File: src/rtl/f32_to_u32_trunc.sv
module f32_to_u32_trunc (
  input  logic        clk,
  input  logic        rst_n,
  input  logic        in_valid,
  input  logic [31:0] in_bits,
  output logic        out_valid,
  output logic [31:0] out_value,
  output logic [1:0]  out_exc,
  output logic        out_any
);
  localparam int FW = 23;
  localparam int EW = 8;
  localparam int OW = 32;
  localparam int WW = OW + FW;
  localparam logic [EW-1:0] BIAS = 8'd127;
  localparam logic [EW-1:0] EMAX = BIAS + 8'(OW);

  logic          sgn;
  logic [EW-1:0] expo;
  logic [FW-1:0] frac;
  logic [EW-1:0] shamt;
  logic [WW-1:0] wide;
  logic          is_zero, is_nan, too_big, too_small, lost;

  assign sgn       = in_bits[31];
  assign expo      = in_bits[30:23];
  assign frac      = in_bits[22:0];
  assign is_zero   = (expo == '0) && (frac == '0);
  assign is_nan    = (expo == '1) && (frac != '0);
  assign too_big   = expo >= EMAX;
  assign too_small = expo < BIAS;
  assign shamt     = expo - BIAS;
  assign wide      = {{(WW-FW-1){1'b0}}, 1'b1, frac} << shamt;
  assign lost      = |wide[FW-1:0];

  logic [OW-1:0] res_d;
  logic          inv_d, inx_d, any_d;

  always_comb begin
    res_d = '0;
    inv_d = 1'b0;
    inx_d = 1'b0;
    if (is_nan) begin
      inv_d = 1'b1;
    end else if (is_zero) begin
      inv_d = 1'b0;
    end else if (sgn) begin
      inv_d = 1'b1;
    end else if (too_big) begin
      res_d = '1;
      inv_d = 1'b1;
    end else if (too_small) begin
      inx_d = 1'b1;
    end else begin
      res_d = wide[WW-1:FW];
      inx_d = lost;
    end
  end

  assign any_d = ~is_zero & (sgn | too_big | too_small | lost);

  always_ff @(posedge clk) begin
    if (!rst_n) begin
      out_valid <= 1'b0;
      out_value <= '0;
      out_exc   <= '0;
      out_any   <= 1'b0;
    end else begin
      out_valid <= in_valid;
      if (in_valid) begin
        out_value <= res_d;
        out_exc   <= {inv_d, inx_d};
        out_any   <= any_d;
      end
    end
  end

  assert_latency_R1: assert property (@(posedge clk) disable iff (!rst_n)
    in_valid |=> out_valid);
  assert_idle_R1: assert property (@(posedge clk) disable iff (!rst_n)
    !in_valid |=> !out_valid);
  assert_nan_zero_R3: assert property (@(posedge clk) disable iff (!rst_n)
    (in_valid && is_nan) |=> (out_value == '0 && out_exc == 2'b10));
  assert_negative_R4: assert property (@(posedge clk) disable iff (!rst_n)
    (in_valid && sgn && !is_zero) |=> (out_value == '0 && out_exc == 2'b10));
  assert_saturate_R6: assert property (@(posedge clk) disable iff (!rst_n)
    (in_valid && !sgn && expo == '1 && frac == '0) |=> (out_value == '1 && out_exc == 2'b10));
  assert_no_both_R9: assert property (@(posedge clk) disable iff (!rst_n)
    out_valid |-> out_exc != 2'b11);
  assert_summary_R10: assert property (@(posedge clk) disable iff (!rst_n)
    out_valid |-> (out_any == (out_exc != 2'b00)));
endmodule

File: config.mk
export PLATFORM = sky130hd
export DESIGN_NAME = f32_to_u32_trunc
export DESIGN_NICKNAME = d
export VERILOG_FILES = /design/src/rtl/f32_to_u32_trunc.sv
export SDC_FILE = /design/constraint.sdc
export NUM_CORES = 1
export LEC_CHECK = 0
export CORE_ASPECT_RATIO = 0.6
export CORE_MARGIN = 2
export CORE_UTILIZATION = 40
export CTS_CLUSTER_SIZE = 16
export DETAILED_ROUTE_END_ITERATION = 8
export MAX_ROUTING_LAYER = met4
export PLACE_DENSITY = 0.71
export RECOVER_POWER = 100
export SKIP_CTS_REPAIR_TIMING = 1
export SYNTH_ARGS = -nofsm -noshare
export SYNTH_HDL_FRONTEND = slang
export SYNTH_SLANG_ARGS = --single-unit
File: constraint.sdc
create_clock -name clk -period 4.7 [get_ports clk]
set_clock_uncertainty 0.15 [all_clocks]
set_input_delay 0.94 -clock clk [delete_from_list [all_inputs] [get_ports clk]]
set_output_delay 0.94 -clock clk [all_outputs]
set_load 0.03 [all_outputs]
==> results.txt, run 1 <==
initial antenna violation count: 0
Pre-antenna DRT Iters: 5
Stages on worst setup path: 11
Synth Register Bits: 36
Required @ worst endpoint: 4.71 ns
Power Density: 246.0 nW/um^2
CP Class: primary input to flop
Slew Limit Fails: 0
Clock transition at path regs: 0.05 ns
clock latency on the worst-skew pair: 0.28 ns
Syn Area/Cell: 8.191 sq um
Placed Cells: 652
Post-Route WL: 14.12 mm
H-tree Lvls: 2
most frequent CP cell: o31ai_1
Warnings, synthesis: 0
Synthesized Nets: 509
gp weighted congestion: 1.003
Starting Density: 41.62%
Fmax: 230.7 MHz
crit-path max FO: 14
IO buf count: 70
status: complete, no violations
kind of cell adding the most delay to the critical path: compound AO/OA/AOI/OAI gates
hold crit path type: flop to flop
top_reg_cell synth: dfxtp_1
Area Growth Syn to Fin: 25.44%
synth top area cells: dfxtp_1 19%, mux4_2 8.2%, mux2i_1 7.2%, a21oi_1 4.1%, mux2_2 4.1%
max_cap viols: 0
die height: 80.16 microns
most common cell in the synthesized netlist: dfxtp_1
final worst-path cycle share: 92.23%
slowest stage cell, crit path: dlygate4sd3_1
largest net degree at the start of global routing: 42
VDD IR max: 0.1375 mV
cts bufs inserted: 5
clk root buf: clkbuf_16
CTS sink cnt: 36
drc violations: 0
Worst slew margin: 26.20%
TritonCTS clock tree: built
DRT iter0 DRCs: 569
# nets final: 566
area leader, netlist: dfxtp_1
CP endpoint kind: flop
post-synthesis cell type count: 65
critical path launch point type: primary input
synthesized cell area: 3866 sq um
dpl hpwl: 11.14 mm
sequential fraction of the synthesis area: 18.64%
row cnt: 27
crit-path max cell delay: 0.57 ns
Core Footprint: 9290 sq um
TNS Setup: 0 ns
critical path arrival: 4.34 ns
Die X: 130.9 microns
vias in the first global route: 3930
Vias: 4204
Tmin final: 4.335 ns
leakage power: 1.857 nW
Async SR Flop Fraction: 0%
Cells after Synth: 472
antenna viol nets, final: 0
EDFF count, synth: 0
RSZ-0062 raised after global routing: no
hold path cells: 2
Final WS setup: 0.3653 ns
final core occ: 52.20%
total congestion overflow: 0
Final Hold Violating Endpoints: 0
fin cells: 659
drt wl/cell: 21.43 microns
Vias/cell: 6.379
Placement Setup Slack: 0.2429 ns
ANT cells: 0
Post-synth top cells: 36 x dfxtp_1, 32 x a21oi_1, 29 x nand2_1
Yosys top cell area share: 18.64%
Buf/Inv on CP: 2
Final Setup Violations: 0
number of fill cells in the layout: 881
layout cell share with drive strength beyond 1: 14.56%
Tot GR Track Use: 28.67%
Max Root-Sink Buffers: 2
# IOs: 71
Die Footprint: 10490 sq um
worst-path cell chain: dlygate4sd3_1, ha_1, xor2_4, clkbuf_1, mux2i_1, o32a_1, o211ai_1, o31ai_1, nand4b_1, o31ai_1, a31oi_1
first-pass GRT wire length: 22.36 mm
worst r2r path cells: 3
Worst-Margin Slew: 1.103 ns
[routing by layer]
| metal | share of wire, % | vias to the layer above | track usage (%) |
|---|---|---|---|
| met4 | 0.69 | 0 | 3.830 |
| li1 | - | 1933 | - |
| met3 | 9.1 | 13 | 5.396 |
| met5 | 0 | - | - |
| met2 | 39 | 237 | 37.66 |
| met1 | 51 | 2021 | 45.33 |
[placed cells by master, fill, tap and decap left out, types with 19 or more instances in the layout]
cell | synthesis | layout
a21oi_1 | 32 | 32
buf_4 | 4 | 22
clkdlybuf4s50_1 | 0 | 30
dfxtp_1 | 36 | 36
dlygate4sd3_1 | 0 | 39
mux2i_1 | 28 | 28
nand2_1 | 29 | 29
nand3_1 | 18 | 19
nor2_1 | 28 | 28
o21ai_0 | 25 | 28
[worst min-delay path: stages, from the launching register on]
cell and delay [ns]:
dfxtp_1 0.31, nand2_1 0.05, a21boi_0 0.06
[worst paths after layout]
check / startpoint / endpoint / slack [ns]
setup / recovery: in_bits[24] / out_any / 0.37
hold / removal: out_value[25] / out_value[25] / 0.33
setup reg to reg: out_exc[1] / out_exc[1] / 3.72
hold reg to reg: out_value[25] / out_value[25] / 0.33
[flip-flops by register name (all words and copies together) (netlist names)]
register   cells
out_value     32
out_exc        2
out_any        1
out_valid      1
[metrics by stage]
step	area [sq um]	total power, mW	hold WS, ns
2_1_floorplan	3866	0.6712	0.4399
3_3_place_gp	4722	0.8538	0.3223
3_5_place_dp	4722	0.8490	0.3279
4_1_cts	4875	1.195	0.3353
5_1_grt	4850	1.245	0.3501
6_report	4850	1.193	0.3281
[where the power goes]
part | switching, mW | internal, mW | total, mW | leakage, nW
Sequential | 0.00643 | 0.318 | 0.324 | 0.294
Combinational | 0.309 | 0.215 | 0.524 | 1.49
Clock | 0.123 | 0.222 | 0.345 | 0.0760
Total | 0.438 | 0.755 | 1.19 | 1.86
[final cells by class]
cell class	count	area [sq um]	area share, %
multi-input combinational	381	2888	59.55
inverter	8	30.03	0.6192
tap	130	162.7	3.354
clock buffer	7	152.6	3.148
sequential	36	720.7	14.86
timing repair buffer	97	895.9	18.47
[logic make-up after synthesis]
kind of cell    Yosys count  share of synthesized area, %
compound gates          161                         28.71
xor+xnor                  7                         1.780
fa+ha+maj                 2                        0.6471
buf+inv                  55                         6.893
flops                    36                         18.64
mux                      67                         24.05
simple gates            144                         19.29
Power figures use the tool's default switching activity.
==> run 2: changes to the inputs <==
--- a/config.mk
+++ b/config.mk
@@ -5,8 +5,9 @@
 export SDC_FILE = /design/constraint.sdc
 export NUM_CORES = 1
 export LEC_CHECK = 0
+export CAP_MARGIN = 20
 export CORE_ASPECT_RATIO = 0.6
-export CORE_MARGIN = 2
+export CORE_MARGIN = 5
 export CORE_UTILIZATION = 40
 export CTS_CLUSTER_SIZE = 16
 export DETAILED_ROUTE_END_ITERATION = 8
==> run 2 against run 1 <==
Worst setup slack worse by 0.011 ns. Clock-buffer cell count is 1 lower. Die area is 12% higher. Combinational power is 0.8% lower. Critical path depth is 1 lower. Sequential power hardly changed. Clock power is 9.3% lower. Worst hold slack worse by 0.010 ns. Non-clock buffer count is 2 lower. Core utilization is 0.18 points lower. Fmax is 0.26% lower. Register-to-register slack better by 0.03 ns.
==> results.txt, run 2 (same netlist as run 1, synthesis figures left out) <==
status: complete, no violations
CTS sink cnt: 36
Final Hold Violating Endpoints: 0
hold path startpoint: out_value[31]
clock latency on the worst-skew pair: 0.28 ns
P_int: 0.7227 mW
Critical R2R Launch: out_value[6]
Vias: 4138
cts bufs inserted: 5
Die X: 136.9 microns
VDD IR max: 0.1342 mV
Post-Route WL: 14.19 mm
Power Density: 239.3 nW/um^2
Final Setup Violations: 0
Min-Delay Endpoint: out_value[31]
Placement Setup Slack: 0.2429 ns
reg2reg end: out_value[6]
TritonCTS clock tree: built
die height: 86.16 microns
Comb power frac: 45.0%
row cnt: 27
register name with the most flops: out_value
Final WS setup: 0.3540 ns
# nets final: 564
max_cap viols: 0
Starting Density: 41.62%
RSZ-0062 raised after global routing: no
crit-path max FO: 14
Area Growth Syn to Fin: 25.02%
Die Footprint: 11800 sq um
Worst slew margin: 48.38%
power share of the clock group: 27.0%
vias in the first global route: 3871
IO buf count: 70
Top Registers: out_value x32, out_exc x2
share of power burned in registers: 28.0%
multi-input logic area: 2898 sq um
Slew Limit Fails: 0
Tmin final: 4.346 ns
H-tree Lvls: 2
most frequent cells in the layout: 39 x dlygate4sd3_1, 36 x dfxtp_1, 32 x a21oi_1, 30 x clkdlybuf4s50_1, 29 x nand2_1
ANT cells: 0
TNS Setup: 0 ns
# IOs: 71
FF-to-FF setup slack: 3.75 ns
Fmax: 230.1 MHz
Reg area: 720.7 sq um
gp weighted congestion: 0.9707
critical path launch point type: primary input
final worst-path cycle share: 92.47%
largest net degree at the start of global routing: 42
Max Root-Sink Buffers: 2
CP Class: primary input to flop
antenna viol nets, final: 0
Tot GR Track Use: 24.87%
Core Footprint: 9290 sq um
first-pass GRT wire length: 22.27 mm
most common cell after layout, fill and taps aside: dlygate4sd3_1
Required @ worst endpoint: 4.71 ns
number of fill cells in the layout: 885
layout cell share with drive strength beyond 1: 14.42%
hold path cells: 2
Vias/cell: 6.298
hold crit path type: flop to flop
Worst-Margin Slew: 0.7743 ns
CP endpoint kind: flop
leakage power: 1.848 nW
Sw Ratio: 37.52%
dpl hpwl: 11.05 mm
drc violations: 0
Pre-antenna DRT Iters: 5
worst r2r path cells: 2
CP startpoint: in_bits[24]
clk root buf: clkbuf_16
max reg flops: 32
critical path arrival: 4.35 ns
net switching power: 0.4340 mW
Clock transition at path regs: 0.05 ns
total congestion overflow: 0
initial antenna violation count: 0
drt wl/cell: 21.59 microns
final core occ: 52.03%
DRT iter0 DRCs: 467
-- run 2: worst max-delay path, stage by stage --
cell and delay, ns:
dlygate4sd3_1 0.58, ha_1 0.37, xor2_4 0.47, mux4_1 0.74
nand3_1 0.13, o221ai_1 0.17, a21oi_1 0.27, nand4b_1 0.19
o311ai_0 0.37, a21boi_1 0.12
-- run 2: worst max-delay path by stage --
stage | endpoint | slack [ns] | depth (start not counted)
5_1_grt | out_exc[0] | 0.20 | 11
3_5_place_dp | out_exc[0] | 0.24 | 10
2_1_floorplan | out_exc[0] | 0.58 | 15
4_1_cts | out_exc[0] | 0.56 | 10
6_report | out_exc[0] | 0.35 | 10
3_3_place_gp | out_exc[0] | 0.29 | 10
-- run 2: layer usage --
| metal | global-route usage (%) | share of wire [%] | vias to the layer above |
|---|---|---|---|
| met5 | - | 0 | - |
| met4 | 3.986 | 0.89 | 0 |
| met3 | 8.675 | 11 | 16 |
| met2 | 31.17 | 39 | 233 |
| met1 | 37.85 | 49 | 1959 |
| li1 | - | - | 1930 |
-- run 2: power by group through the flow --
stage | combinational, mW | sequential [mW] | clock, mW
floorplan | 0.317 | 0.354 | 0
global placement | 0.512 | 0.331 | 0
detailed placement | 0.511 | 0.331 | 0
CTS | 0.514 | 0.325 | 0.319
global route | 0.555 | 0.325 | 0.337
finish | 0.520 | 0.324 | 0.313
-- run 2: layout make-up --
class / count / share of cell area, %
multi-input cells: 381 / 59.95
repair buffers: 95 / 18.38
flip-flops and latches: 36 / 14.91
well taps: 130 / 3.365
clock buffers: 6 / 2.666
inverters: 8 / 0.6213
clock inverters: 1 / 0.1035
-- run 2: metrics by stage --
step                      area [sq um]  hold slack (ns)  std cells  total power, mW
final                             4833           0.3177        657            1.157
after global routing              4833           0.3559        657            1.217
after CTS                         4821           0.3329        656            1.157
after detailed placement          4687           0.3245        649           0.8417
after global placement            4687           0.3253        649           0.8427
after floorplan                   3866           0.4399        472           0.6712
==> run 3: changes to the inputs <==
--- a/config.mk
+++ b/config.mk
@@ -6,7 +6,6 @@
 export NUM_CORES = 1
 export LEC_CHECK = 0
 export CAP_MARGIN = 20
-export CORE_ASPECT_RATIO = 0.6
 export CORE_MARGIN = 5
 export CORE_UTILIZATION = 40
 export CTS_CLUSTER_SIZE = 16
==> run 3 against run 2 <==
Total power down 5.3%. Critical path depth grew 1. Combinational power shrank 3%. Global-route usage decreased by 1.5 points. Core utilization decreased by 0.83 points. Worst setup slack better by 0.087 ns. Die area down 0.54%. Sequential power about the same. Register-to-register slack barely moved. Wire length fell by 7.0%. Final cell count fell by 0.30%. Sequential cell count stayed put.
==> results.txt, run 3 (same netlist as run 1, synthesis figures left out) <==
status: complete, no violations
worst r2r path cells: 4
Area Growth Syn to Fin: 23.53%
post-route cell area: 4776 sq um
Clock transition at path regs: 0.08 ns
layout cell share with drive strength beyond 1: 14.83%
Critical R2R Launch: out_any
CP startpoint: in_bits[24]
critical path launch point type: primary input
Vias: 4099
initial antenna violation count: 0
TNS Setup: 0 ns
Slew Limit Fails: 0
TritonCTS clock tree: built
DRT iter0 DRCs: 431
first-pass GRT wire length: 21.21 mm
Die X: 108.3 microns
drc violations: 0
most frequent cells in the layout: 38 x dlygate4sd3_1, 36 x dfxtp_1, 32 x a21oi_1, 31 x clkdlybuf4s50_1, 29 x nand2_1
Core Footprint: 9328 sq um
leakage power: 1.819 nW
clk root buf: clkbuf_8
Top Registers: out_value x32, out_exc x2
dpl hpwl: 10.24 mm
final core occ: 51.20%
Max Root-Sink Buffers: 2
fin cells: 655
reg2reg end: out_any
RSZ-0062 raised after global routing: no
Required @ worst endpoint: 4.78 ns
VDD IR max: 0.1747 mV
ANT cells: 0
row cnt: 35
clock latency on the worst-skew pair: 0.28 ns
hold crit path type: flop to flop
Starting Density: 41.45%
Final Setup Violations: 0
most common cell after layout, fill and taps aside: dlygate4sd3_1
drt wl/cell: 20.13 microns
vias in the first global route: 4023
Worst slew margin: 30.90%
# nets final: 562
max_cap viols: 0
Vias/cell: 6.258
Critical Path Sink: out_value[8]
cts bufs inserted: 5
max reg flops: 32
Tot GR Track Use: 23.35%
crit-path max FO: 13
antenna viol nets, final: 0
die height: 108.3 microns
CP Class: primary input to flop
Power Density: 229.3 nW/um^2
# IOs: 71
Area after DPL: 4678 sq um
register name with the most flops: out_value
FF-to-FF setup slack: 3.75 ns
Fmax: 234.8 MHz
H-tree Lvls: 2
IO buf count: 70
number of fill cells in the layout: 906
Placed Cells: 647
Worst-Margin Slew: 1.033 ns
critical path arrival: 4.34 ns
final worst-path cycle share: 90.62%
largest net degree at the start of global routing: 42
total congestion overflow: 0
Final Hold Violating Endpoints: 0
Post-Route WL: 13.19 mm
CTS sink cnt: 36
gp weighted congestion: 0.9968
CP endpoint kind: flop
Die Footprint: 11730 sq um
Pre-antenna DRT Iters: 5
Tmin final: 4.259 ns
==> run 3: cell count changes in the layout (fill, tap and decap cells not counted), sizes merged <==
cell / previous run / this run
buf: 22 / 20
bufinv: 0 / 1
clkbuf: 10 / 9
clkdlybuf4s50: 30 / 31
clkinvlp: 0 / 1
dlygate4sd3: 39 / 38
==> run 3: final cells by class <==
type,instances,area [sq um],area share (%)
well taps,129,161.4,3.380
flip-flops and latches,36,720.7,15.09
clock inverters,3,42.54,0.8908
repair buffers,93,854.6,17.89
inverters,8,30.03,0.6288
clock buffers,5,68.82,1.441
multi-input cells,381,2898,60.68
==> run 3: layer usage <==
layer / track usage [%] / vias to the layer above / part of all wire (%)
li1: - / 1921 / -
met3: 4.119 / 31 / 6.0
met1: 30.68 / 1974 / 45
met2: 37.08 / 173 / 47
met4: 6.402 / 0 / 2.6
met5: - / - / 0
==> run 3: critical path, stage by stage <==
cell and delay (ns):
dlygate4sd3_1 0.59, ha_1 0.37, xor2_4 0.45, clkbuf_1 0.35
mux2_2 0.37, mux2_2 0.28, o22ai_1 0.37, a22oi_1 0.15
o21ai_0 0.20, a22o_1 0.14, and2_1 0.11
==> run 3: how the worst min path moves through the flow <==
stage / from / slack [ns] / cells past startpoint / to
after global routing: out_value[25] / 0.38 / 2 / out_value[25]
after detailed placement: out_value[25] / 0.33 / 2 / out_value[25]
after floorplan: out_exc[0] / 0.44 / 2 / out_exc[0]
after global placement: out_value[25] / 0.32 / 2 / out_value[25]
final: out_value[25] / 0.33 / 2 / out_value[25]
after CTS: out_value[25] / 0.34 / 2 / out_value[25]
==> run 3: stage by stage <==
step	worst slack [ns]	power [mW]	hold slack, ns
after floorplan	0.5756	0.6712	0.4399
after global placement	0.3609	0.8340	0.3206
after detailed placement	0.3251	0.8338	0.3315
after CTS	0.6275	1.105	0.3427
after global routing	0.2159	1.153	0.3798
final	0.4408	1.095	0.3297
==> run 3: where the power goes <==
part / switching (mW) / internal (mW)
clock network: 0.111 / 0.157
logic: 0.294 / 0.210
registers: 0.00625 / 0.317
